[config.mk]
export PLATFORM = sky130hd
export DESIGN_NAME = fifo_watermark_ctl
export DESIGN_NICKNAME = d
export VERILOG_FILES = /design/src/rtl/fifo_watermark_ctl.sv
export SDC_FILE = /design/constraint.sdc
export NUM_CORES = 1
export LEC_CHECK = 0
export BUFFER_PORTS_ARGS = -buffer_cell sky130_fd_sc_hd__buf_2
export CAP_MARGIN = 20
export CORE_MARGIN = 4
export CORE_UTILIZATION = 37
export CTS_BUF_LIST = sky130_fd_sc_hd__clkbuf_4 sky130_fd_sc_hd__clkbuf_8
export DETAILED_ROUTE_END_ITERATION = 7
export PLACE_DENSITY = 0.89
export SLEW_MARGIN = 0
export SYNTH_ARGS = -nofsm -noshare
export SYNTH_HDL_FRONTEND = slang
export SYNTH_SLANG_ARGS = --single-unit
[constraint.sdc]
create_clock -name clk -period 4 [get_ports clk]
set_clock_uncertainty 0.15 [all_clocks]
set_input_delay 1.2 -clock clk [delete_from_list [all_inputs] [get_ports clk]]
set_output_delay 1.2 -clock clk [all_outputs]
set_load 0.01 [all_outputs]
[src/rtl/fifo_watermark_ctl.sv]
module fifo_watermark_ctl #(
  parameter int DEPTH = 64,
  localparam int LW = $clog2(DEPTH + 1)
) (
  input  logic          clk,
  input  logic          rst_n,
  input  logic [LW-1:0] rx_level,
  input  logic [LW-1:0] tx_level,
  input  logic [1:0]    rx_code,
  input  logic [1:0]    tx_code,
  input  logic [7:0]    trig_ovr,
  input  logic [7:0]    rts_marks,
  input  logic          auto_rts_en,
  output logic [LW-1:0] rx_thresh,
  output logic [LW-1:0] tx_thresh,
  output logic          rx_trig,
  output logic          tx_trig,
  output logic          rts_n
);

  logic [LW-1:0] rx_coarse, tx_coarse, tx_space, halt_lvl, resume_lvl;
  logic [3:0]    rx_nib, tx_nib;

  assign rx_nib = trig_ovr[7:4];
  assign tx_nib = trig_ovr[3:0];

  always_comb begin
    case (rx_code)
      2'd0:    rx_coarse = LW'(8);
      2'd1:    rx_coarse = LW'(16);
      2'd2:    rx_coarse = LW'(56);
      default: rx_coarse = LW'(60);
    endcase
    case (tx_code)
      2'd0:    tx_coarse = LW'(8);
      2'd1:    tx_coarse = LW'(16);
      2'd2:    tx_coarse = LW'(32);
      default: tx_coarse = LW'(56);
    endcase
  end

  assign rx_thresh  = (rx_nib != 4'd0) ? (LW'(rx_nib) << 2) : rx_coarse;
  assign tx_thresh  = (tx_nib != 4'd0) ? (LW'(tx_nib) << 2) : tx_coarse;
  assign tx_space   = LW'(DEPTH) - tx_level;
  assign rx_trig    = rx_level >= rx_thresh;
  assign tx_trig    = tx_space >= tx_thresh;

  assign halt_lvl   = LW'(rts_marks[3:0]) << 2;
  assign resume_lvl = LW'(rts_marks[7:4]) << 2;

  always_ff @(posedge clk or negedge rst_n) begin
    if (!rst_n)                   rts_n <= 1'b0;
    else if (!auto_rts_en)        rts_n <= 1'b0;
    else if (rx_level >= halt_lvl)   rts_n <= 1'b1;
    else if (rx_level <= resume_lvl) rts_n <= 1'b0;
  end

endmodule

# Word level (Yosys, flattened, before mapping)
# Index checks and enable logic that the tools add are counted.
[totals] latch_bits=0 inputBits=37 reg_bits=1 elab_cells=22 memories=0 mem_bits_rw=0 mem_bits_ro=0
[op_classes] mul=0 n_div=0 reduce_logical=4 n_lt_le_gt_ge=4 n_bitwise=0 shifts=0 eq_ne=5 mux=7 addsub=1
[ops] operator="$pmux 6 s3" n=2
[ops] operator="$ge 7x7->1" n=2
[ops] operator="$mux 7" n=2
[ops] operator="$reduce_bool 4->1" n=2
[ops] operator="$ge 7x6->1" n=1
[ops] operator="$le 7x6->1" n=1
[ops] operator="$sub 7x7->7 const A" n=1
[ops] operator="$eq 2x1->1 const B" n=2
[ops] operator="$eq 2x2->1 const B" n=2
[ops] operator="$logic_not 2->1" n=2
[ops] operator="$mux 1" n=3
[ops] operator="$ne 3x1->1 const B" n=1

# Depth between registers and ports, before layout
[depth] word_depth=4 depth_mapped=8 ltp_nobuf=8

# Worst setup path after synthesis
# OpenSTA, ideal clock, no wires.
[synth_path] path_type="in2out" from="input port tx_code[0]" to="output port tx_trig" path_stages=8 setup_slack_ns=-0.243 t_arrival_ns=2.893 path_cell_list="inv_1 ha_1 a31oi_1 ha_1 nor2b_1 a311o_1 a21o_1 a211o_2"
[synth_via] elab_chain_cells=4 elab_cells_between_ends=6 classes_between="order compare: 1; eq/ne: 2; mux: 2; reduce/logical: 1"
[synth_rtl] element="from (decl)" line="10" text="input logic [1:0] tx_code,"
[synth_rtl] element="$eq 2x2->1, or another cell as far along" line="34" text="case (tx_code)"
[synth_rtl] element="$pmux 6 s3 (*)" line="34"
[synth_rtl] element="$mux 7 (*)" line="43" text="assign tx_thresh = (tx_nib != 4'd0) ? (LW'(tx_nib) << 2) : tx_coarse;"
[synth_rtl] element="$ge 7x7->1 (*)" line="46" text="assign tx_trig = tx_space >= tx_thresh;"
[synth_rtl] element="to (decl)" line="17" text="output logic tx_trig,"
# Every way passes the cells marked *; elsewhere a longest branch is shown, timed or not.

# Worst setup path after layout
# Ends and elaborated chain as after synthesis.

==> results.toml <==
[logic_synthesis]
synth_edf_count = 0
synth-async-reset-ratio_pct = 100
synth_most_common_cell = "ha_1"
yosysTopAreaCellShare_pct = 33.2
synth_area_leaders = "ha_1 (33%), inv_1 (9.4%), buf_4 (6.3%)"
yosysSeqAreaShare_pct = 3.49
synthFlopType = "dfrtp_1"
syn-cell-area_um2 = 717
yosysTopAreaCell = "ha_1"
syn-instance-count = 97
ys_warn_count = 0
avgSynthCellArea_um2 = 7.39
synth_cell_types = 32
yosys_register_bits = 1
synth_commonest_cells = "ha_1 (19), inv_1 (18), nor2_1 (8), o21ai_0 (8), buf_4 (6)"

[pwr]
internal_power_w = 0.0000652
peakVddDrop_mv = 0.0562
p_leak_nw = 0.609
pwr-share-seq_pct = 9.8
switching_share_pct = 45.5
p_comb_share_pct = 90.2
power_density_mw_per_mm2 = 112
p_sw_w = 0.0000544
clockPowerShare_pct = 0
total_power_w = 0.000120

[worst_setup_path]
cpMostUsedCell = "ha_4"
critPathMaxFanout = 2
critPathTopFamily = "compound AO/OA/AOI/OAI gates"
crit_arrival_ns = 2.95
crit_path_start_kind = "primary input"
max_stage_delay_ns = 0.30
cp.required_ns = 2.65
cp_slowest_cell = "a211o_2"
cp_cell_sequence = "buf_4 -> inv_8 -> ha_4 -> a31oi_4 -> ha_4 -> nor2b_1 -> a311o_1 -> a21o_1 -> a211o_2 -> buf_6"
end_kind = "output pin"
crit_buf_inv = 3
crit_type = "primary input to output pin"

[place]
port_buffers = 47
place_hpwl_mm = 1.85
place_inst = 173
gp_congestion = 0.824

[final_layout]
seq_area_um2 = 25.0
largest_reg_flops = 1
drive_gt1_share_pct = 43.2
layout.nets = 206
reg_top3 = "rts_n x1"
syn_to_final_growth_pct = 48.9
top_register = "rts_n"
multi_input_area_um2 = 647
fillers = 160
diodes = 0
fin_cells = 173

[floorplanning]
start_util_pct = 40.2
design.core.area_mm2 = 0.00178
die_area_mm2 = 0.00271
io_pins = 54
rows = 15
chipHeight_um = 52.0
die_w_um = 52.0

[route]
firstDrtPassIters = 4
drt_iter0_drc = 4
vias_per_cell = 4.76
drtAntennaViolNets = 0
vias = 823
wl_mm = 2.01
wire_per_inst_um = 11.6
drc = 0

[clock_tree]
hold_buffers = 0
cts_resized = 5
post-cts-setup-buffers = 0
insertion_delay_ns = 0
clk_pin_slew_ns = 0

[sta]
fin_crit_sh_pct = 107
post-route-worst-setup-slack_ns = -0.296
finalHoldViolations = 0
rsz0062_at_grt = "yes"
post-route-min-period_ns = 4.30
fmax_mhz = 233
setup_viol = 1
slew_viol_final = 0

[global_routing]
grt.overflow.total = 0
antenna_found_initial = 0
grt_max_degree = 5
grt_first_pass_wirelength_mm = 3.37
groute.usage.overall_pct = 15.6
first_global_vias = 842

[flow_run]
cap_violations = 0

[worst_hold_path]
hp-class = "flop to flop"

[status]
status = "complete, but fails checks"
violations = "negative setup slack"
## path summary, 6_finish.rpt
check,endpoint,cells after the start,slack [ns],from
setup / recovery,tx_trig,10,-0.30,tx_code[0]
hold / removal,rts_n,2,0.51,rts_n
setup reg to reg,rts_n,2,2.97,rts_n
hold reg to reg,rts_n,2,0.51,rts_n
max in group asynchronous,rts_n,1,2.79,rst_n
min in group asynchronous,rts_n,1,0.83,rst_n
## metal layers
| metal | routed length (um) | part of all wire [%] | track usage, % | vias up |
|---|---|---|---|---|
| met2 | 1160 | 58 | 34.1 | 23 |
| met5 | 0 | 0 | 0 | - |
| li1 | - | - | - | 427 |
| met4 | 15 | 0.75 | 1.75 | 0 |
| met3 | 102 | 5.1 | 0.573 | 2 |
| met1 | 727 | 36 | 16.0 | 371 |
## layout make-up
class	instances	share of cell area [%]
Timing Repair Buffer	53	27.1
Multi-Input combinational cell	76	60.6
Tap cell	25	2.93
Sequential cell	1	2.34
Inverter	18	7.03
## metrics by stage
stage	setup TNS, ns	utilization, %	worst slack [ns]	hold slack [ns]	instance area (um^2)
after detailed placement	-0.358	58.0	-0.358	0.516	1030
after global routing	-0.359	59.9	-0.359	0.565	1070
after global placement	-0.284	58.0	-0.284	0.495	1030
after floorplan	-0.000534	-	-0.000534	0.535	771
after CTS	-0.286	59.9	-0.286	0.516	1070
final	-0.296	59.9	-0.296	0.510	1070
## worst register-to-register path, cell delays in order, from the launching register on
cell and delay, ns:
dfrtp_1 0.36, o311a_1 0.12, o31a_1 0.29
## power by group through the flow
stage               clock (W)  sequential [W]  combinational, W
floorplan                   0       0.0000121         0.0000594
global placement            0       0.0000116         0.0000957
detailed placement          0       0.0000116          0.000103
finish                      0       0.0000117          0.000108
CTS                         0       0.0000117          0.000108
global route                0       0.0000119          0.000123
## cell usage in the layout, fill, tap and decap left out, types with 2 or more instances in the layout
| master | Yosys | layout |
|---|---|---|
| o21ba_2 | 2 | 2 |
| ha_1 | 19 | 17 |
| o21a_1 | 2 | 2 |
| ha_4 | 0 | 2 |
| xor2_1 | 3 | 3 |
| buf_4 | 6 | 7 |
| conb_1 | 1 | 6 |
| inv_1 | 18 | 17 |
| nor2_1 | 8 | 8 |
| buf_2 | 0 | 45 |
| a21oi_1 | 4 | 4 |
| nand2b_1 | 2 | 2 |
| nand4_1 | 2 | 2 |
| o21ai_0 | 8 | 8 |
| nand2_1 | 2 | 2 |
## cell families after synthesis
kind of cell             share of synthesized area (%)
XOR/XNOR                                          4.89
adder cells (fa/ha/maj)                           33.2
AND/OR/NAND/NOR                                   17.6
flip-flops                                        3.49
other                                            0.523
AO/OA/AOI/OAI                                     24.1
buffers and inverters                             16.2
(Power assumes the default switching activity.)
